[src/rtl/eloop_pkg.sv]
package eloop_pkg;

    typedef enum logic [1:0] {
        ST_IDLE = 2'd0,
        ST_RUN  = 2'd1,
        ST_DONE = 2'd2
    } loop_state_t;

    typedef struct packed {
        logic src_en;
        logic dst_en;
        logic inv;
    } pred_ctl_t;

    // Low bits select which side is masked; top bit inverts the sense.
    // With neither side selected the inversion bit has no effect.
    function automatic pred_ctl_t decode_tpred(input logic [2:0] code);
        pred_ctl_t d;
        d.src_en = code[0];
        d.dst_en = code[1];
        d.inv    = code[2];
        return d;
    endfunction

endpackage

[src/rtl/eloop_pred_pick.sv]
module eloop_pred_pick #(
    parameter int MAX_VL = 64,
    parameter int OFF_W  = 6
) (
    input  logic              en,
    input  logic              inv,
    input  logic [MAX_VL-1:0] mask,
    input  logic [OFF_W-1:0]  offs,
    output logic              active
);
    // An unpredicated side is always active.
    always_comb begin
        active = !en || (mask[offs] ^ inv);
    end
endmodule

[src/rtl/eloop_regmap.sv]
module eloop_regmap #(
    parameter int REG_W = 7,
    parameter int OFF_W = 6
) (
    input  logic [REG_W-1:0] base,
    input  logic             is_vec,
    input  logic [OFF_W-1:0] offs,
    output logic [REG_W-1:0] reg_num
);
    // Vector operands step with the element offset; scalars stay fixed.
    always_comb begin
        reg_num = is_vec ? (base + REG_W'(offs)) : base;
    end
endmodule

[src/rtl/eloop_seq.sv]
module eloop_seq
    import eloop_pkg::*;
#(
    parameter int MAX_VL = 64,
    parameter int REG_W  = 7,
    localparam int OFF_W = $clog2(MAX_VL),
    localparam int VL_W  = $clog2(MAX_VL + 1)
) (
    input  logic              clk,
    input  logic              rst_n,
    input  logic              start,
    input  logic              hold,
    input  logic [VL_W-1:0]   vl,
    input  logic [1:0]        svlen,
    input  logic              src_vec,
    input  logic              dst_vec,
    input  logic [REG_W-1:0]  src_base,
    input  logic [REG_W-1:0]  dst_base,
    input  logic [2:0]        tpred,
    input  logic [MAX_VL-1:0] mask_a,
    input  logic [MAX_VL-1:0] mask_b,
    input  logic [OFF_W-1:0]  start_src_offs,
    input  logic [OFF_W-1:0]  start_dst_offs,
    input  logic [1:0]        start_sub_offs,
    output logic              busy,
    output logic              issue,
    output logic [REG_W-1:0]  src_reg,
    output logic [REG_W-1:0]  dst_reg,
    output logic [1:0]        sub_idx,
    output logic              done,
    output logic [OFF_W-1:0]  src_offs,
    output logic [OFF_W-1:0]  dst_offs,
    output logic [1:0]        sub_offs
);

    // Operand index 0 is the source, 1 is the destination.
    localparam int NOPS = 2;

    loop_state_t       st_q, st_d;
    logic [VL_W-1:0]   vl_q;
    logic [1:0]        svlen_q;
    logic [NOPS-1:0]   vec_q;
    logic [REG_W-1:0]  base_q [NOPS];
    pred_ctl_t         pred_q;
    logic [OFF_W-1:0]  off_q  [NOPS];
    logic [1:0]        sub_q, sub_d;

    logic [MAX_VL-1:0] msk    [NOPS];
    logic [NOPS-1:0]   pen;
    logic [NOPS-1:0]   act;
    logic [REG_W-1:0]  rnum   [NOPS];
    logic [VL_W-1:0]   nxt_off [NOPS];
    logic              running, fire, last_sub, scal_stop, finish, empty;

    assign msk[0] = mask_a;
    assign msk[1] = mask_b;
    assign pen[0] = pred_q.src_en;
    assign pen[1] = pred_q.dst_en;

    // Per-operand predicate lookup and register numbering.
    for (genvar i = 0; i < NOPS; i++) begin : g_op
        eloop_pred_pick #(.MAX_VL(MAX_VL), .OFF_W(OFF_W)) u_pick (
            .en     (pen[i]),
            .inv    (pred_q.inv),
            .mask   (msk[i]),
            .offs   (off_q[i]),
            .active (act[i])
        );
        eloop_regmap #(.REG_W(REG_W), .OFF_W(OFF_W)) u_map (
            .base    (base_q[i]),
            .is_vec  (vec_q[i]),
            .offs    (off_q[i]),
            .reg_num (rnum[i])
        );
    end

    // Step decision for the current cycle.
    always_comb begin
        running   = (st_q == ST_RUN) && !hold;
        fire      = running && act[0] && act[1];
        last_sub  = (sub_q == svlen_q);
        for (int i = 0; i < NOPS; i++) begin
            nxt_off[i] = VL_W'(off_q[i]);
            if (fire ? last_sub : (running && !act[i])) begin
                nxt_off[i] = VL_W'(off_q[i]) + VL_W'(1);
            end
        end
        scal_stop = fire && last_sub &&
                    ((pen[0] && !vec_q[0]) || (pen[1] && !vec_q[1]));
        finish    = running && (scal_stop || (nxt_off[0] >= vl_q) ||
                                (nxt_off[1] >= vl_q));
        // A skip always lands at the start of a new group.
        sub_d     = (fire && !last_sub) ? (sub_q + 2'd1) : 2'd0;
        empty     = (VL_W'(start_src_offs) >= vl) ||
                    (VL_W'(start_dst_offs) >= vl);
    end

    // Next-state logic.
    always_comb begin
        st_d = st_q;
        unique case (st_q)
            ST_IDLE: if (start)  st_d = empty ? ST_DONE : ST_RUN;
            ST_RUN:  if (finish) st_d = ST_DONE;
            ST_DONE:             st_d = ST_IDLE;
            default:             st_d = ST_IDLE;
        endcase
    end

    // State register.
    always_ff @(posedge clk or negedge rst_n) begin
        if (!rst_n) st_q <= ST_IDLE;
        else        st_q <= st_d;
    end

    // Configuration capture and loop counters.
    always_ff @(posedge clk or negedge rst_n) begin
        if (!rst_n) begin
            vl_q      <= '0;
            svlen_q   <= '0;
            vec_q     <= '0;
            pred_q    <= '0;
            sub_q     <= '0;
            for (int i = 0; i < NOPS; i++) begin
                base_q[i] <= '0;
                off_q[i]  <= '0;
            end
        end else begin
            unique case (st_q)
                ST_IDLE: if (start) begin
                    vl_q      <= vl;
                    svlen_q   <= svlen;
                    vec_q     <= {dst_vec, src_vec};
                    base_q[0] <= src_base;
                    base_q[1] <= dst_base;
                    pred_q    <= decode_tpred(tpred);
                    off_q[0]  <= empty ? '0 : start_src_offs;
                    off_q[1]  <= empty ? '0 : start_dst_offs;
                    sub_q     <= empty ? '0 : start_sub_offs;
                end
                ST_RUN: begin
                    if (finish) begin
                        off_q[0] <= '0;
                        off_q[1] <= '0;
                        sub_q    <= '0;
                    end else if (!hold) begin
                        off_q[0] <= OFF_W'(nxt_off[0]);
                        off_q[1] <= OFF_W'(nxt_off[1]);
                        sub_q    <= sub_d;
                    end
                end
                default: ;
            endcase
        end
    end

    // Output decode.
    always_comb begin
        busy     = (st_q == ST_RUN);
        done     = (st_q == ST_DONE);
        issue    = fire;
        src_reg  = rnum[0];
        dst_reg  = rnum[1];
        sub_idx  = sub_q;
        src_offs = off_q[0];
        dst_offs = off_q[1];
        sub_offs = sub_q;
    end

    // ---------------- assertions ----------------
    p_idle_quiet_r1: assert property (@(posedge clk) disable iff (!rst_n)
        !busy |-> !issue);

    p_scalar_fixed_r2: assert property (@(posedge clk) disable iff (!rst_n)
        issue && $past(issue) && !vec_q[0] |-> $stable(src_reg));

    p_sub_bound_r3: assert property (@(posedge clk) disable iff (!rst_n)
        issue |-> sub_idx <= svlen_q);

    p_in_range_r5: assert property (@(posedge clk) disable iff (!rst_n)
        issue |-> (VL_W'(src_offs) < vl_q) && (VL_W'(dst_offs) < vl_q));

    p_group_gate_r6: assert property (@(posedge clk) disable iff (!rst_n)
        issue && (sub_idx != 2'd0) && $past(busy) |->
            $stable(src_offs) && $stable(dst_offs));

    p_done_pulse_r8: assert property (@(posedge clk) disable iff (!rst_n)
        done |=> !done);

    p_done_zero_r8: assert property (@(posedge clk) disable iff (!rst_n)
        done |-> (src_offs == '0) && (dst_offs == '0) && (sub_offs == '0));

    p_hold_freeze_r10: assert property (@(posedge clk) disable iff (!rst_n)
        busy && hold |=> busy && $stable(src_offs) && $stable(dst_offs)
                         && $stable(sub_offs));

endmodule

[config.mk]
export PLATFORM = sky130hd
export DESIGN_NAME = eloop_seq
export DESIGN_NICKNAME = d
export VERILOG_FILES = /design/src/rtl/eloop_pkg.sv /design/src/rtl/eloop_pred_pick.sv /design/src/rtl/eloop_regmap.sv /design/src/rtl/eloop_seq.sv
export SDC_FILE = /design/constraint.sdc
export NUM_CORES = 1
export LEC_CHECK = 0
export ABC_CLOCK_PERIOD_IN_PS = 6600
export CORE_MARGIN = 2
export CORE_UTILIZATION = 43
export DETAILED_ROUTE_END_ITERATION = 8
export GPL_TIMING_DRIVEN = 1
export HOLD_SLACK_MARGIN = 0.05
export PLACE_DENSITY = 0.82
export SLEW_MARGIN = 0
export SYNTH_ARGS = -nofsm -noshare
export SYNTH_HDL_FRONTEND = slang
export SYNTH_SLANG_ARGS = --single-unit
[constraint.sdc]
create_clock -name clk -period 6.6 [get_ports clk]
set_input_delay 1.32 -clock clk [delete_from_list [all_inputs] [get_ports clk]]
set_output_delay 1.32 -clock clk [all_outputs]
set_load 0.005 [all_outputs]
==> flow_summary.ini <==
[setup_path]
crit_end = src_offs[1]
required_ns = 6.81
start_kind = input pin
rrSetupSlack_ns = 0.78
r2r_cells = 18
cp-end-kind = register
worstPathArrival_ns = 6.40
critPathKind = in -> reg
rr_endpoint = src_offs[1]
cp_max_fo = 16
crit_start = mask_a[4]
reg2reg_from = src_offs[0]

[power]
p_leak_nw = 2.90
seq_power_share_pct = 22.6
clockPowerShare_pct = 7.7
power_frac_comb_pct = 69.7
p_sw_w = 0.00120
intPower_w = 0.00161
netSwitchingFraction_pct = 42.8
ir_worst_vdd_v = 0.000335
powerDensity_nw_per_um2 = 408

[route]
ant_nets = 0
drc = 0
drtIter0Drc = 369
firstDrtPassIters = 5
wire_per_inst_um = 19.4
wirelength_mm = 15.4
num_vias = 4622
viasPerCell = 5.81

[layout]
drive_gt1_share_pct = 12.4
areaGrowthSynthToFinish_pct = 48.6
num_antenna_cells = 0
fin_area_um2 = 6900
final_common_cell = clkdlybuf4s50_1
mostFrequentLayoutCells = clkdlybuf4s50_1 (205), dfrtp_1 (44), nand2_1 (42), mux2_2 (40), ha_1 (40)
layout.nets = 874

[clock_network]
htreeDepth = 2
hold_buffers = 0
cts_tree = built
cts_root_buf = clkbuf_8
cts_resized = 0
post-cts-setup-buffers = 0
cts_made_buffers = 5
clock_path_buffers = 2
clock_sinks = 44
clock_latency_ns = 0.30
clkTransAtPathRegs_ns = 0.10

[worst_hold_path]
hold_class = reg -> reg

[sta]
slew_violations = 0
post-route-period-util_pct = 93.8
tightest_slew_ns = 1.01
min_period_ns = 6.19
hold_viol_final = 0
setup_viol_count_final = 0
fmax_mhz = 162
slew_headroom_pct = 32.5
worst_clock_skew_ns = 0.0156
tns_ns = 0
rsz0062_at_grt = false

[placement]
gp_congestion = 0.927
dp_hpwl_mm = 12.3
numPortBuffers = 206
placed_area_um2 = 6790

[floorplanning]
die_w_um = 108
io_pins = 207
die_area_um2 = 11600
core_um2 = 10400
die_h_um = 108
start_util_pct = 44.6
rows = 37

[logic_synthesis]
ys_seq_elements = 44
synth_top_family_by_area = multiplexers
synth.distinct_cells = 54
synthXorXnorAreaFrac_pct = 3.77
yosys_warnings = 0
synthSimpleGateAreaFrac_pct = 14.6
synthAdderAreaFrac_pct = 11.6
synth_edf_count = 0
netlist.top_cell.by_area = dfrtp_1
yosysTopAreaCellShare_pct = 23.7
ys_seq_area_share_pct = 23.7
syn_area_um2 = 4640
netlist_top_cells_area = dfrtp_1 (24%), ha_1 (11%), mux2_2 (9.7%)
synth_compound_area_share_pct = 14.7
muxShareOfSynthArea_pct = 26.1
synthFlopType = dfrtp_1
avgSynthCellArea_um2 = 9.99
synthArstFlopShare_pct = 100
synthesis.nets = 681
synth_cells = 465

[grt]
overflow = 0
grt_pass1_vias = 4893
grt_pass1_wl_mm = 24.1
grt_max_degree = 45
grtUsageTotal_pct = 26.1
antenna_found_initial = 0

[status]
status = complete, no violations

[flow_run]
maxCapViolations = 0
==> Yosys cell counts (10+ instances only) <==
master and instances:
dfrtp_1 44, nand2_1 42, ha_1 40, mux2_2 40, inv_1 29, a21o_1 18, clkbuf_1 17, mux4_2 17
nand2b_1 17, o21ai_0 17, xnor2_1 15, nor2_1 14, nor2b_1 14, nand3_1 12, a21oi_1 11, mux4_1 10
==> power groups by stage <==
stage	clock [W]	sequential (W)	combinational [W]
floorplan	0	0.000498	0.00137
global placement	0	0.000631	0.00188
detailed placement	0	0.000642	0.00195
CTS	0.000221	0.000636	0.00196
global route	0.000231	0.000663	0.00215
finish	0.000216	0.000636	0.00196
==> layout make-up <==
type                    count  area, µm²
clock inverters             3       46.3
multi-input cells         364       3290
repair buffers            213       2110
flip-flops and latches     44       1100
well taps                 136        170
fillers                   836       3510
inverters                  30        113
clock buffers               5       68.8
==> routing by layer <==
metal  track usage (%)  part of all wire, %  vias to the layer above
met1              29.8                   37                     2202
met5                 0                    0                        -
met3              5.73                  8.6                       40
met4              8.52                  2.6                        0
li1                  -                    -                     2131
met2              48.0                   51                      249
==> sequential cells by signal, indices dropped and copies added (netlist names) <==
register,count
base_q,14
dst_offs,6
pen,2
pred_q,1
src_offs,6
st_q,2
sub_idx,2
svlen_q,2
vec_q,2
vl_q,7
==> worst min-delay path by stage <==
stage	start	endpoint	depth (start not counted)
3_5_place_dp	base_q[13]	base_q[13]	1
2_1_floorplan	base_q[13]	base_q[13]	1
4_1_cts	base_q[13]	base_q[13]	1
3_3_place_gp	base_q[13]	base_q[13]	1
5_1_grt	base_q[13]	base_q[13]	1
6_report	base_q[13]	base_q[13]	1
==> stage by stage <==
stage / instances / utilization (%) / hold slack (ns) / worst slack [ns] / total power [W]
after floorplan: 465 / - / 0.502 / 1.29 / 0.00187
after global placement: 787 / 65.2 / 0.515 / 0.412 / 0.00251
after detailed placement: 787 / 65.2 / 0.523 / 0.213 / 0.00259
after CTS: 795 / 66.3 / 0.542 / 0.514 / 0.00282
after global routing: 795 / 66.3 / 0.556 / 0.182 / 0.00304
final: 795 / 66.3 / 0.538 / 0.412 / 0.00282
==> worst max-delay path, stage by stage <==
cell	delay, ns
clkdlybuf4s50_1	0.42
mux4_2	0.47
a22oi_1	0.29
a221oi_1	0.13
a22oi_1	0.42
mux2i_2	0.51
a22o_1	0.38
xnor2_1	0.16
ha_1	0.24
nand2b_1	0.14
a21o_1	0.18
a21o_1	0.17
a21o_1	0.17
a21oi_1	0.13
o21ai_0	0.20
nor3_4	0.62
a31oi_1	0.22
o221ai_1	0.23
==> cells by family (layout without fill, tap and decap cells) <==
family | after synthesis | count (layout)
AOI/OAI and AO/OA | 93 | 93
xor gates and xnor gates | 20 | 20
adders and majority gates | 42 | 42
buffers and inverters | 57 | 251
DFF | 44 | 44
muxes | 78 | 78
and+or+nand+nor | 131 | 131
No activity file was read; power rests on OpenSTA's default activity.
